$ cat src/rtl/tcap_pkg.sv
package tcap_pkg;

  localparam int unsigned SYNC_DEPTH = 2;
  localparam int unsigned REG_W      = 32;

  localparam int unsigned CTRL_EDGE_LSB  = 1;
  localparam int unsigned CTRL_ENABLE    = 3;
  localparam int unsigned CTRL_CLR_FUNC  = 4;
  localparam int unsigned CTRL_IRQ_EN    = 5;
  localparam int unsigned CTRL_TRIG_MODE = 8;

  localparam logic [1:0] ADDR_CTRL = 2'd0;
  localparam logic [1:0] ADDR_STAT = 2'd1;
  localparam logic [1:0] ADDR_CAPT = 2'd2;
  localparam logic [1:0] ADDR_CNT  = 2'd3;

  typedef enum logic [1:0] {
    EDGE_FALL = 2'b00,
    EDGE_RISE = 2'b01,
    EDGE_BOTH = 2'b10,
    EDGE_NONE = 2'b11
  } edge_sel_e;

  typedef struct packed {
    logic      trig_mode;
    logic      irq_en;
    logic      clr_func;
    logic      enable;
    edge_sel_e edge_sel;
  } ctrl_t;

  function automatic ctrl_t ctrl_from_word(input logic [REG_W-1:0] w);
    ctrl_t c;
    c.trig_mode = w[CTRL_TRIG_MODE];
    c.irq_en    = w[CTRL_IRQ_EN];
    c.clr_func  = w[CTRL_CLR_FUNC];
    c.enable    = w[CTRL_ENABLE];
    c.edge_sel  = edge_sel_e'(w[CTRL_EDGE_LSB +: 2]);
    return c;
  endfunction

  function automatic logic [REG_W-1:0] ctrl_to_word(input ctrl_t c);
    logic [REG_W-1:0] w;
    w = '0;
    w[CTRL_TRIG_MODE]      = c.trig_mode;
    w[CTRL_IRQ_EN]         = c.irq_en;
    w[CTRL_CLR_FUNC]       = c.clr_func;
    w[CTRL_ENABLE]         = c.enable;
    w[CTRL_EDGE_LSB +: 2]  = c.edge_sel;
    return w;
  endfunction

endpackage

$ cat src/rtl/tcap_edge_det.sv
module tcap_edge_det
  import tcap_pkg::*;
(
  input  logic      clk,
  input  logic      rst_n,
  input  logic      din,
  input  edge_sel_e edge_sel,
  output logic      hit
);

  localparam int unsigned CHAIN = SYNC_DEPTH + 1;

  logic [CHAIN-1:0] sync_q;
  logic [CHAIN-1:0] sync_d;
  logic             rise;
  logic             fall;

  always_comb begin
    sync_d[0] = din;
    for (int i = 1; i < CHAIN; i++) begin
      sync_d[i] = sync_q[i-1];
    end
  end

  always_ff @(posedge clk or negedge rst_n) begin
    if (!rst_n) sync_q <= '0;
    else        sync_q <= sync_d;
  end

  assign rise = sync_q[CHAIN-2] & ~sync_q[CHAIN-1];
  assign fall = ~sync_q[CHAIN-2] & sync_q[CHAIN-1];

  always_comb begin
    unique case (edge_sel)
      EDGE_FALL: hit = fall;
      EDGE_RISE: hit = rise;
      EDGE_BOTH: hit = rise | fall;
      default:   hit = 1'b0;
    endcase
  end

  // cycles since reset, used to qualify the history check below
  logic [1:0] warm_q;
  always_ff @(posedge clk or negedge rst_n) begin
    if (!rst_n)              warm_q <= '0;
    else if (warm_q != 2'd3) warm_q <= warm_q + 2'd1;
  end

  // an event needs an input change two and three samples back
  a_r3_hit_from_input_change: assert property (@(posedge clk) disable iff (!rst_n)
    (hit && warm_q == 2'd3) |-> ($past(din, 2) != $past(din, 3)));

  // the reserved selector never yields an event
  a_r3_none_is_silent: assert property (@(posedge clk) disable iff (!rst_n)
    (edge_sel == EDGE_NONE) |-> !hit);

endmodule

$ cat src/rtl/tcap_counter.sv
module tcap_counter #(
  parameter int unsigned CNT_W = 24
) (
  input  logic             clk,
  input  logic             rst_n,
  input  logic             clr,
  output logic [CNT_W-1:0] cnt_q
);

  logic [CNT_W-1:0] cnt_d;

  always_comb begin
    if (clr) cnt_d = '0;
    else     cnt_d = cnt_q + 1'b1;
  end

  always_ff @(posedge clk or negedge rst_n) begin
    if (!rst_n) cnt_q <= '0;
    else        cnt_q <= cnt_d;
  end

  // wrap from all-ones to zero
  a_r2_wrap: assert property (@(posedge clk) disable iff (!rst_n)
    (cnt_q == '1 && !clr) |=> (cnt_q == '0));

  // steady increment
  a_r2_increment: assert property (@(posedge clk) disable iff (!rst_n)
    !clr |=> (cnt_q == $past(cnt_q) + 1'b1));

endmodule

$ cat src/rtl/tcap_event_ctl.sv
module tcap_event_ctl #(
  parameter int unsigned CNT_W = 24
) (
  input  logic             clk,
  input  logic             rst_n,
  input  logic             hit,
  input  logic             enable,
  input  logic             trig_mode,
  input  logic             clr_func,
  input  logic             sts_clr,
  input  logic [CNT_W-1:0] cnt_q,
  output logic             cnt_clr,
  output logic [CNT_W-1:0] cap_q,
  output logic             flag_q
);

  logic do_cap;
  logic set_flag;
  logic arm_q;
  logic arm_d;
  logic flag_d;
  logic trig_active;

  assign trig_active = enable & trig_mode & ~clr_func;

  always_comb begin
    do_cap   = 1'b0;
    cnt_clr  = 1'b0;
    set_flag = 1'b0;
    arm_d    = trig_active ? arm_q : 1'b0;
    if (enable && hit) begin
      unique case ({trig_mode, clr_func})
        2'b00: begin
          do_cap   = 1'b1;
          set_flag = 1'b1;
        end
        2'b01: begin
          cnt_clr  = 1'b1;
          set_flag = 1'b1;
        end
        2'b10: begin
          if (!arm_q) begin
            cnt_clr = 1'b1;
            arm_d   = 1'b1;
          end else begin
            do_cap   = 1'b1;
            set_flag = 1'b1;
            arm_d    = 1'b0;
          end
        end
        default: ;
      endcase
    end
  end

  always_comb begin
    if (set_flag)     flag_d = 1'b1;
    else if (sts_clr) flag_d = 1'b0;
    else              flag_d = flag_q;
  end

  always_ff @(posedge clk or negedge rst_n) begin
    if (!rst_n) begin
      arm_q  <= 1'b0;
      flag_q <= 1'b0;
    end else begin
      arm_q  <= arm_d;
      flag_q <= flag_d;
    end
  end

  always_ff @(posedge clk or negedge rst_n) begin
    if (!rst_n)      cap_q <= '0;
    else if (do_cap) cap_q <= cnt_q;
  end

  // capture takes the count seen in the event cycle
  a_r4_capture_value: assert property (@(posedge clk) disable iff (!rst_n)
    do_cap |=> (cap_q == $past(cnt_q)));

  // with enable low nothing is captured and the flag cannot rise
  a_r7_disabled_quiet: assert property (@(posedge clk) disable iff (!rst_n)
    !enable |=> ($stable(cap_q) && !$rose(flag_q)));

  // second trigger of a pair measures without clearing
  a_r6_second_no_clear: assert property (@(posedge clk) disable iff (!rst_n)
    (hit && arm_q && trig_active) |-> !cnt_clr);

  // flag is sticky without a clear
  a_r8_sticky: assert property (@(posedge clk) disable iff (!rst_n)
    (flag_q && !sts_clr) |=> flag_q);

  // a clear without a coincident event drops the flag
  a_r9_w1c: assert property (@(posedge clk) disable iff (!rst_n)
    (sts_clr && !set_flag) |=> !flag_q);

  // a coincident event wins over the clear
  a_r9_event_wins: assert property (@(posedge clk) disable iff (!rst_n)
    set_flag |=> flag_q);

endmodule

$ cat src/rtl/tcap_timer_capture.sv
module tcap_timer_capture
  import tcap_pkg::*;
#(
  parameter int unsigned CNT_W = 24
) (
  input  logic        clk,
  input  logic        rst_n,
  input  logic        cmp_in,
  input  logic        reg_wr,
  input  logic [1:0]  reg_addr,
  input  logic [31:0] reg_wdata,
  output logic [31:0] reg_rdata,
  output logic        irq
);

  ctrl_t            ctrl_q;
  logic             ctrl_we;
  logic             sts_clr;
  logic             hit;
  logic             cnt_clr;
  logic [CNT_W-1:0] cnt_q;
  logic [CNT_W-1:0] cap_q;
  logic             flag_q;
  logic             wdata_unused;

  assign ctrl_we      = reg_wr && (reg_addr == ADDR_CTRL);
  assign sts_clr      = reg_wr && (reg_addr == ADDR_STAT) && reg_wdata[0];
  assign wdata_unused = ^{reg_wdata[31:9], reg_wdata[7:6]};

  always_ff @(posedge clk or negedge rst_n) begin
    if (!rst_n)       ctrl_q <= '0;
    else if (ctrl_we) ctrl_q <= ctrl_from_word(reg_wdata);
  end

  tcap_edge_det u_edge (
    .clk      (clk),
    .rst_n    (rst_n),
    .din      (cmp_in),
    .edge_sel (ctrl_q.edge_sel),
    .hit      (hit)
  );

  tcap_counter #(.CNT_W(CNT_W)) u_cnt (
    .clk   (clk),
    .rst_n (rst_n),
    .clr   (cnt_clr),
    .cnt_q (cnt_q)
  );

  tcap_event_ctl #(.CNT_W(CNT_W)) u_evt (
    .clk       (clk),
    .rst_n     (rst_n),
    .hit       (hit),
    .enable    (ctrl_q.enable),
    .trig_mode (ctrl_q.trig_mode),
    .clr_func  (ctrl_q.clr_func),
    .sts_clr   (sts_clr),
    .cnt_q     (cnt_q),
    .cnt_clr   (cnt_clr),
    .cap_q     (cap_q),
    .flag_q    (flag_q)
  );

  always_comb begin
    unique case (reg_addr)
      ADDR_CTRL: reg_rdata = ctrl_to_word(ctrl_q);
      ADDR_STAT: reg_rdata = {31'd0, flag_q};
      ADDR_CAPT: reg_rdata = 32'(cap_q);
      default:   reg_rdata = 32'(cnt_q);
    endcase
  end

  assign irq = flag_q & ctrl_q.irq_en;

  // a clear action leaves the counter at zero on the next cycle
  a_r5_clear_zero: assert property (@(posedge clk) disable iff (!rst_n)
    cnt_clr |=> (cnt_q == '0));

  // the interrupt can only rise while the flag is set
  a_r10_irq_needs_flag: assert property (@(posedge clk) disable iff (!rst_n)
    $rose(irq) |-> flag_q);

  // interrupt is silent when its enable is low
  a_r10_irq_masked: assert property (@(posedge clk) disable iff (!rst_n)
    !ctrl_q.irq_en |-> !irq);

endmodule

$ cat config.mk
export PLATFORM = sky130hd
export DESIGN_NAME = tcap_timer_capture
export DESIGN_NICKNAME = d
export VERILOG_FILES = /design/src/rtl/tcap_pkg.sv /design/src/rtl/tcap_edge_det.sv /design/src/rtl/tcap_counter.sv /design/src/rtl/tcap_event_ctl.sv /design/src/rtl/tcap_timer_capture.sv
export SDC_FILE = /design/constraint.sdc
export NUM_CORES = 1
export LEC_CHECK = 0
export ABC_AREA = 1
export BUFFER_PORTS_ARGS = -buffer_cell sky130_fd_sc_hd__buf_4
export CAP_MARGIN = 20
export CORE_UTILIZATION = 61
export CTS_BUF_LIST = sky130_fd_sc_hd__clkbuf_4 sky130_fd_sc_hd__clkbuf_8
export DETAILED_ROUTE_END_ITERATION = 8
export PLACE_DENSITY = 0.84
export SLEW_MARGIN = 0
export SYNTH_ARGS = -nofsm -noshare
export SYNTH_HDL_FRONTEND = slang
export SYNTH_SLANG_ARGS = --single-unit
$ cat constraint.sdc
create_clock -name clk -period 3.5 [get_ports clk]
set_input_delay 0.175 -clock clk [delete_from_list [all_inputs] [get_ports clk]]
set_output_delay 0.175 -clock clk [all_outputs]
set_load 0.05 [all_outputs]
==> results of run 1 <==
cell type report:
type	instances	share of cell area (%)
Multi-Input combinational cell	298	40.1
Sequential cell	59	39.5
Timing Repair Buffer	40	8.16
Inverter	46	4.65
Clock buffer	11	3.88
Tap cell	70	2.34
Clock inverter	5	1.40
placed cells by master (no fill, tap or decap), types with 2 or more instances in the layout:
| cell | n |
|---|---|
| conb_1 | 8 |
| nand3_1 | 19 |
| o21ai_0 | 15 |
| inv_1 | 45 |
| nand2_2 | 6 |
| o211ai_1 | 4 |
| nor2_2 | 6 |
| nor2_1 | 45 |
| a22o_1 | 7 |
| o21ai_1 | 8 |
| mux2_2 | 2 |
| nand3_2 | 4 |
| xor2_1 | 4 |
| o21ai_2 | 5 |
| ha_1 | 7 |
| nand3b_1 | 2 |
| nor2_4 | 4 |
| clkinv_2 | 4 |
| buf_4 | 38 |
| a21oi_1 | 9 |
| dfrtp_1 | 59 |
| nand4_1 | 6 |
| nand2_1 | 131 |
| clkbuf_8 | 10 |
| dlygate4sd3_1 | 2 |
through the flow:
stage / hold WS [ns] / instance area (sq um) / std cells / util [%] / total power, W
detailed placement: 0.282 / 3520 / 511 / 68.6 / 0.00141
global route: 0.0610 / 3740 / 529 / 72.8 / 0.00214
floorplan: -0.121 / 3300 / 423 / - / 0.00127
finish: 0.0589 / 3740 / 529 / 72.8 / 0.00203
CTS: 0.0565 / 3740 / 529 / 72.8 / 0.00204
global placement: 0.282 / 3520 / 511 / 68.6 / 0.00138
final timing paths:
check / end / slack, ns / cells after the start
setup / recovery: u_evt.cap_q[2] / 1.14 / 9
hold / removal: ctrl_q[2] / 0.06 / 2
setup reg to reg: u_evt.cap_q[2] / 1.14 / 9
hold reg to reg: u_edge.sync_q[1] / 0.36 / 0
max in group asynchronous: u_cnt.cnt_q[1] / 2.57 / 2
min in group asynchronous: u_evt.cap_q[22] / 0.43 / 2
worst max-delay path, delay by kind of cell, from the launching register on:
family,cells,cell delay (ns)
simple gates,5,0.95
compound gates,1,0.23
flops,1,0.37
fa+ha+maj,1,0.29
buf+inv,2,0.45
power groups by stage:
stage,Sequential [W],Combinational (W),Clock [W]
2_1_floorplan,0.000855,0.000419,0
3_3_place_gp,0.000889,0.000495,0
3_5_place_dp,0.000893,0.000513,0
5_1_grt,0.000897,0.000576,0.000669
4_1_cts,0.000883,0.000522,0.000636
6_report,0.000887,0.000520,0.000626
kinds of logic after synthesis:
family          count (synthesis)
simple gates                  226
xor+xnor                        5
fa+ha+maj                       7
compound gates                 50
flops                          59
other cells                     1
mux                             2
buf+inv                        66
per-layer routing:
| metal | vias to the layer above | GRT usage, % |
|---|---|---|
| met1 | 1306 | 40.8 |
| met5 | - | 0 |
| met3 | 9 | 6.02 |
| li1 | 1369 | - |
| met2 | 66 | 41.4 |
| met4 | 0 | 12.3 |
sequential cells by signal, summed over array words and instances, names as in the netlist:
register       cells
u_edge.sync_q      3
u_evt.arm_q        1
u_evt.flag_q       1
u_evt.cap_q       24
ctrl_q             6
u_cnt.cnt_q       24
==> impl_metrics.yaml, run 1 <==
critical_path:
  cp_common_cell: "nand2_1"
  critPathMaxFanout: 38
  endpoint_kind: "flip-flop"
  crit_path_start: "u_edge.sync_q[1]"
  slowest_delay_ns: 0.66
  critPathRequiredTime_ns: 3.79
  start_kind: "flip-flop"
  crit_chain: "inv_1 > ha_1 > nand2_1 > nand2_1 > o21ai_2 > nand3_2 > clkinv_2 > nand2_1 > nand2_1"
  r2r_start: "u_edge.sync_q[1]"
  cp.arrival_ns: 2.65
  cpMaxStageDelayCell: "nand3_2"
  path_class: "reg -> reg"
job:
  cap_violations: 0
yosys:
  ys_async_sr_fraction_pct: 100
  synth.mux.area_fraction_pct: 0.688
  synthAdderAreaFrac_pct: 2.68
  synth_xor_area_share_pct: 1.34
  netlist_area_sq_um: 3270
  synth-edff-count: 0
  ys_types: 33
  synth_top_area_cell: "dfrtp_1"
  synth_top_family_by_area: "simple AND/OR/NAND/NOR gates"
  yosysWarnings: 0
  synth_top_area_share_pct: 45.1
  synth_commonest_cells: "131 x nand2_1, 59 x dfrtp_1, 45 x inv_1, 45 x nor2_1, 19 x nand3_1"
  synth.most_common_cell: "nand2_1"
  ys.flop_type: "dfrtp_1"
  synthTopCellsByArea: "dfrtp_1 45%, nand2_1 15%, inv_1 5.2%, nor2_1 5.2%, nand3_1 2.9%"
  ys_seq_area_share_pct: 45.1
  synth_area_per_cell_sq_um: 7.87
  synth_compound_area_share_pct: 9.52
  synthCells: 416
  ys_seq_elements: 59
  synth-simple-area-share_pct: 30.7
pwr:
  internal_power_w: 0.00130
  p_sw_w: 0.000738
  ir_drop_mv: 0.384
  power_density_nw_per_um2: 543
  power_leakage_nw: 1.96
  clkPwrFrac_pct: 30.8
  power_frac_seq_pct: 43.6
  power_frac_comb_pct: 25.6
  switching_share_pct: 36.3
grt:
  grt_usage_pct: 28.3
  gr-total-overflow: 0
  antenna_found_initial: 0
  grt_pass1_vias: 2453
  grt_start_max_net_pins: 60
  grt_pass1_wl_mm: 11.6
floorplanning:
  rows: 26
  die_height_microns: 75.2
  die_area_sq_um: 5660
  ios: 71
  initial_utilization_pct: 63.7
  coreArea_sq_um: 5140
  die_x_microns: 75.2
finish:
  fillers: 408
  antenna_cells: 0
  drive_gt1_share_pct: 18.5
  layout.nets: 499
  seq_area_sq_um: 1480
  synthToLayoutAreaGrowth_pct: 14.4
  multi_input_area_sq_um: 1500
sta:
  fin_tns_setup_ns: 0
  drv_slew: 0
  post-route-period-util_pct: 67.4
  final-setup-viol-count: 0
  post-route-min-period_ns: 2.36
  timing.fmax_mhz: 424
  setup_slack_ns: 1.14
  hold_viol: 0
  skew_ns: 0.00802
  slew_headroom_pct: 47.5
  grt_setup_unrepaired: "false"
  worstMarginPinSlew_ns: 0.787
route:
  viasPerCell: 5.20
  route.met2.wl_mm: 3.28
  highest_layer: "met4"
  wirelength_met1_mm: 3.52
  vias: 2750
  wl_per_cell_microns: 13.6
  totalWireLength_mm: 7.20
  drtPass1Iterations: 8
  drtIter0Drc: 290
  route.antenna.remaining_nets: 0
  drc: 0
  dr_wl_met3_microns: 291
clocking:
  path_clk_slew_ns: 0.07
  cts_root_buffer: "clkbuf_8"
  clockBufferDepth: 2
  clk_latency_ns: 0.35
  cts_resized: 0
  postCtsHoldBufs: 2
  clock-sinks: 59
  htree_num_levels: 3
  post_cts.repair.setup_buffers: 0
  numCtsBuffers: 9
  cts_tree: "done"
min_path:
  min_path_type: "in -> reg"
  min_from: "reg_wdata[3]"
placed_design:
  io_buffers: 37
  gp_routability_congestion: 0.817
  place_hpwl_mm: 4.94
  dp_slack_ns: 1.22
status:
  outcome: "completed"
Power figures use the tool's default switching activity.
==> inputs of run 2 (changes only) <==
--- a/config.mk
+++ b/config.mk
@@ -8,10 +8,10 @@
 export ABC_AREA = 1
 export BUFFER_PORTS_ARGS = -buffer_cell sky130_fd_sc_hd__buf_4
 export CAP_MARGIN = 20
-export CORE_UTILIZATION = 61
+export CORE_UTILIZATION = 51
 export CTS_BUF_LIST = sky130_fd_sc_hd__clkbuf_4 sky130_fd_sc_hd__clkbuf_8
 export DETAILED_ROUTE_END_ITERATION = 8
-export PLACE_DENSITY = 0.84
+export PLACE_DENSITY = 0.75
 export SLEW_MARGIN = 0
 export SYNTH_ARGS = -nofsm -noshare
 export SYNTH_HDL_FRONTEND = slang
==> constraint.sdc (replaced) <==
create_clock -name clk -period 2 [get_ports clk]
set_input_delay 0.1 -clock clk [delete_from_list [all_inputs] [get_ports clk]]
set_output_delay 0.1 -clock clk [all_outputs]
set_load 0.05 [all_outputs]
==> impl_metrics.yaml, run 2 (synthesized netlist as in run 1, its figures left out) <==
status:
  outcome: "finished with violations"
  violations: "negative hold slack"
pwr:
  power_density_nw_per_um2: 950
  power_leakage_nw: 1.99
  ir_drop_mv: 0.509
route:
  vias: 2734
  dr_wl_met3_microns: 264
  route.antenna.remaining_nets: 0
  route.met2.wl_mm: 3.13
  drtIter0Drc: 203
  viasPerCell: 5.06
  wl_per_cell_microns: 13.1
  highest_layer: "met4"
  totalWireLength_mm: 7.06
  wirelength_met1_mm: 3.54
  drtPass1Iterations: 4
  drc: 0
grt:
  grt_start_max_net_pins: 60
  grt_usage_pct: 23.8
  antenna_found_initial: 0
  gr-total-overflow: 0
  grt_pass1_vias: 2500
  grt_pass1_wl_mm: 11.7
sta:
  fin_tns_setup_ns: 0
  worstMarginPinSlew_ns: 0.755
  slew_headroom_pct: 49.7
  final-setup-viol-count: 0
  drv_slew: 0
  post-route-min-period_ns: 1.75
  post-route-period-util_pct: 87.4
  hold_viol: 1
  skew_ns: 0.0120
  grt_setup_unrepaired: "false"
  whs_ns: -0.00352
  timing.fmax_mhz: 572
critical_path:
  slowest_delay_ns: 0.38
  start_kind: "flip-flop"
  path_class: "reg -> reg"
  cp.arrival_ns: 1.98
  crit_chain: "inv_1 > ha_1 > nand2_1 > nand2_1 > o21ai_2 > nand3_2 > buf_4 > nand2_1 > nor2_1"
  critPathRequiredTime_ns: 2.23
  cpMaxStageDelayCell: "dfrtp_1"
  cp_common_cell: "nand2_1"
  critPathMaxFanout: 10
  endpoint_kind: "flip-flop"
floorplanning:
  die_height_microns: 82.1
  rows: 28
  die_x_microns: 82.1
  die_area_sq_um: 6740
  ios: 71
  initial_utilization_pct: 54.0
  coreArea_sq_um: 6060
clocking:
  clock-sinks: 59
  numCtsBuffers: 9
  path_clk_slew_ns: 0.07
  htree_num_levels: 3
  cts_resized: 0
  postCtsHoldBufs: 5
  clk_latency_ns: 0.35
  post_cts.repair.setup_buffers: 0
  cts_tree: "done"
  clockBufferDepth: 2
  cts_root_buffer: "clkbuf_8"
finish:
  fin_cells: 540
  fillers: 550
  reg_top3: "u_cnt.cnt_q x24, u_evt.cap_q x24, ctrl_q x6"
  most-common-layout-cells: "131 x nand2_1, 59 x dfrtp_1, 45 x inv_1, 45 x nor2_1, 40 x buf_4"
  drive_gt1_share_pct: 18.9
  final_core_util_pct: 63.2
  layout.nets: 505
  mostFrequentLayoutCell: "nand2_1"
  synthToLayoutAreaGrowth_pct: 17.1
  antenna_cells: 0
placed_design:
  io_buffers: 37
  dp.cells: 519
  gp_routability_congestion: 0.834
  place_hpwl_mm: 5.05
job:
  cap_violations: 0
min_path:
  min_path_type: "in -> reg"
==> run 2: cell count changes in the layout (fill, tap and decap cells not counted), sizes merged <==
cell / delta
buf: +3
clkbuf: -2
bufinv: +1
clkinv: -1
dlygate4sd3: +3
clkinvlp: +2
==> run 2: cell type report <==
class	instances	area (sq um)	area share, %
Tap cell	75	93.8	2.45
Inverter	46	174	4.54
Timing Repair Buffer	46	370	9.66
Clock inverter	7	92.6	2.42
Clock buffer	9	124	3.23
Sequential cell	59	1480	38.5
Multi-Input combinational cell	298	1500	39.2
==> run 2: critical path, delay by kind of cell, from the launching register on <==
kind | cells | cell delay (ns)
buffers and inverters | 2 | 0.30
AND/OR/NAND/NOR | 5 | 0.47
AO/OA/AOI/OAI | 1 | 0.21
flip-flops | 1 | 0.38
adder cells (fa/ha/maj) | 1 | 0.29
==> run 2: per-layer routing <==
layer,up-vias,GRT usage (%)
met5,-,0
met4,0,12.3
met3,14,3.85
met2,58,34.7
met1,1276,33.8
li1,1386,-
==> run 2: metrics by stage <==
step / area, sq um / hold WS (ns) / setup slack (ns) / total power [W]
floorplan: 3300 / -0.196 / 0.353 / 0.00223
global route: 3830 / 0.0116 / 0.0992 / 0.00384
detailed placement: 3570 / 0.211 / 0.255 / 0.00246
finish: 3830 / -0.00352 / 0.251 / 0.00364
CTS: 3830 / 0.000456 / 0.234 / 0.00366
global placement: 3570 / 0.210 / 0.317 / 0.00243
==> run 2: path summary, 6_finish.rpt <==
kind	from	to	slack [ns]	depth (start not counted)
max in group asynchronous	rst_n	u_cnt.cnt_q[8]	1.14	2
min	reg_wdata[4]	ctrl_q[3]	-0.004	3
min reg2reg	u_edge.sync_q[0]	u_edge.sync_q[1]	0.37	0
min in group asynchronous	rst_n	u_evt.cap_q[22]	0.35	2
max	u_edge.sync_q[1]	u_cnt.cnt_q[19]	0.25	9
max reg2reg	u_edge.sync_q[1]	u_cnt.cnt_q[19]	0.25	9
==> run 2: where the power goes <==
part | leakage [nW] | internal [W] | switching, W
Clock | 0.101 | 0.000695 | 0.000503
Sequential | 0.778 | 0.00136 | 0.000187
Combinational | 1.11 | 0.000304 | 0.000595
==> inputs of run 3 (changes only) <==
--- a/config.mk
+++ b/config.mk
@@ -8,10 +8,9 @@
 export ABC_AREA = 1
 export BUFFER_PORTS_ARGS = -buffer_cell sky130_fd_sc_hd__buf_4
 export CAP_MARGIN = 20
-export CORE_UTILIZATION = 51
-export CTS_BUF_LIST = sky130_fd_sc_hd__clkbuf_4 sky130_fd_sc_hd__clkbuf_8
+export CORE_UTILIZATION = 49
 export DETAILED_ROUTE_END_ITERATION = 8
-export PLACE_DENSITY = 0.75
+export PLACE_DENSITY = 0.72
 export SLEW_MARGIN = 0
 export SYNTH_ARGS = -nofsm -noshare
 export SYNTH_HDL_FRONTEND = slang
==> constraint.sdc (replaced) <==
create_clock -name clk -period 1.5 [get_ports clk]
set_input_delay 0.075 -clock clk [delete_from_list [all_inputs] [get_ports clk]]
set_output_delay 0.075 -clock clk [all_outputs]
set_load 0.05 [all_outputs]
==> impl_metrics.yaml, run 3 (synthesized netlist as in run 1, its figures left out) <==
status:
  outcome: "finished with violations"
  violations: "negative setup slack"
sta:
  whs_ns: 0.0183
  setup_slack_ns: -0.106
  worstMarginPinSlew_ns: 0.751
  grt_setup_unrepaired: "true"
  post-route-min-period_ns: 1.61
  drv_slew: 0
  final-setup-viol-count: 40
  timing.fmax_mhz: 622
  hold_viol: 0
  skew_ns: 0.00810
  slew_headroom_pct: 50.0
  post-route-period-util_pct: 107
grt:
  antenna_found_initial: 0
  gr-total-overflow: 0
  grt_usage_pct: 23.0
  grt_start_max_net_pins: 60
  grt_pass1_wl_mm: 12.6
  grt_pass1_vias: 2678
finish:
  mostFrequentLayoutCell: "nand2_1"
  reg_top3: "u_cnt.cnt_q x24, u_evt.cap_q x24, ctrl_q x6"
  fillers: 541
  seq_area_sq_um: 1480
  synthToLayoutAreaGrowth_pct: 25.4
  most-common-layout-cells: "118 x nand2_1, 59 x dfrtp_1, 56 x buf_4"
  drive_gt1_share_pct: 28.4
  antenna_cells: 0
  final_area_sq_um: 4100
  multi_input_area_sq_um: 1610
  layout.nets: 527
clocking:
  clock-sinks: 59
  path_clk_slew_ns: 0.07
  cts_tree: "done"
  clk_latency_ns: 0.34
  numCtsBuffers: 9
  clockBufferDepth: 2
  cts_root_buffer: "clkbuf_8"
  htree_num_levels: 3
route:
  wl_per_cell_microns: 13.6
  viasPerCell: 5.09
  vias: 2864
  drtIter0Drc: 183
  drtPass1Iterations: 5
  totalWireLength_mm: 7.64
  drc: 0
  route.antenna.remaining_nets: 0
critical_path:
  endpoint_kind: "flip-flop"
  start_kind: "flip-flop"
  cp.arrival_ns: 1.85
  crit_chain: "inv_1 > ha_1 > nand2_1 > nand2_2 > o21ai_4 > buf_4 > nand2_2 > nor2_2 > nand2_1 > o21ai_1"
  rr_endpoint: "u_evt.arm_q"
  critPathRequiredTime_ns: 1.75
  reg2reg_slack_ns: -0.11
  path_class: "reg -> reg"
  cpMaxStageDelayCell: "dfrtp_1"
  critPathMaxFanout: 3
  r2r_start: "u_edge.sync_q[1]"
  slowest_delay_ns: 0.34
  reg2regPathDepth: 10
floorplanning:
  ios: 71
  coreArea_sq_um: 6390
  die_x_microns: 83.7
  rows: 29
  die_height_microns: 83.7
  die_area_sq_um: 7010
  initial_utilization_pct: 51.2
job:
  cap_violations: 0
min_path:
  hold_path_depth: 3
  min_path_type: "in -> reg"
  min_to: "ctrl_q[5]"
  min_from: "reg_wdata[8]"
placed_design:
  place_area_sq_um: 3710
  gp_routability_congestion: 0.894
  place_hpwl_mm: 5.35
  io_buffers: 37
pwr:
  switching_share_pct: 37.0
  internal_power_w: 0.00304
  power_frac_comb_pct: 33.0
  power_density_nw_per_um2: 1180
  ir_drop_mv: 0.711
  clkPwrFrac_pct: 25.4
  p_sw_w: 0.00179
  power_frac_seq_pct: 41.5
  power_leakage_nw: 2.08
[run 3: cell count changes in the layout (fill, tap and decap cells not counted), sizes merged]
cell,previous run,this run
clkinvlp,3,0
clkinv,3,5
buf,41,61
dlygate4sd3,5,7
inv,45,44
bufinv,2,0
clkbuf,9,12
[run 3: worst max path at each step]
| stage | slack [ns] | to | startpoint | cells past startpoint |
|---|---|---|---|---|
| 5_1_grt | -0.19 | u_evt.arm_q | u_edge.sync_q[1] | 10 |
| 3_5_place_dp | -0.12 | u_evt.cap_q[16] | u_edge.sync_q[1] | 10 |
| 2_1_floorplan | -0.01 | u_evt.cap_q[3] | u_edge.sync_q[1] | 10 |
| 6_report | -0.11 | u_evt.arm_q | u_edge.sync_q[1] | 10 |
| 3_3_place_gp | -0.07 | u_evt.cap_q[22] | u_edge.sync_q[1] | 10 |
| 4_1_cts | -0.09 | u_cnt.cnt_q[8] | u_edge.sync_q[1] | 9 |
[run 3: through the flow]
stage | setup TNS, ns | std cells | worst slack, ns | power [W] | utilization (%)
finish | -1.74 | 563 | -0.106 | 0.00483 | 64.3
global route | -6.03 | 563 | -0.189 | 0.00511 | 64.3
CTS | -2.93 | 562 | -0.0929 | 0.00475 | 62.1
global placement | -0.952 | 540 | -0.0683 | 0.00346 | 58.1
floorplan | -0.0671 | 423 | -0.0143 | 0.00297 | -
detailed placement | -2.86 | 540 | -0.124 | 0.00350 | 58.1
[run 3: power groups by stage]
stage          Combinational [W]  Sequential, W  Clock (W)
6_report                 0.00160        0.00201    0.00123
5_1_grt                  0.00173        0.00204    0.00134
2_1_floorplan           0.000978        0.00200          0
3_3_place_gp             0.00144        0.00201          0
4_1_cts                  0.00150        0.00200    0.00125
3_5_place_dp             0.00147        0.00202          0
[run 3: per-layer routing]
layer	vias up	wire (microns)	GRT usage (%)
met3	14	451	6.03
met1	1344	3630	32.2
met4	0	121	8.94
met5	-	0	0
li1	1427	-	-
met2	79	3440	34.1
[run 3: area by class of cell]
cell class                      instances  area share [%]
Multi-Input combinational cell        298            39.2
Sequential cell                        59            36.0
Timing Repair Buffer                   68            13.7
Inverter                               46            4.82
Clock buffer                           12            3.54
Tap cell                               77            2.35
Clock inverter                          3           0.366
[run 3: timing repair]
action / in CTS / in global routing
pin swaps: 4 / 11
gates cloned: 1 / 0
endpoints found under the setup margin: 50 / 49
setup buffers: 0 / 1
hold buffers: 7 / 0
endpoints found under the hold margin: 65 / 0
gates resized for setup: 10 / 40
[run 3: critical path, delay by kind of cell, from the launching register on]
kind,cells,cell delay [ns]
compound gates,2,0.28
flops,1,0.34
buf+inv,2,0.19
simple gates,5,0.42
fa+ha+maj,1,0.28
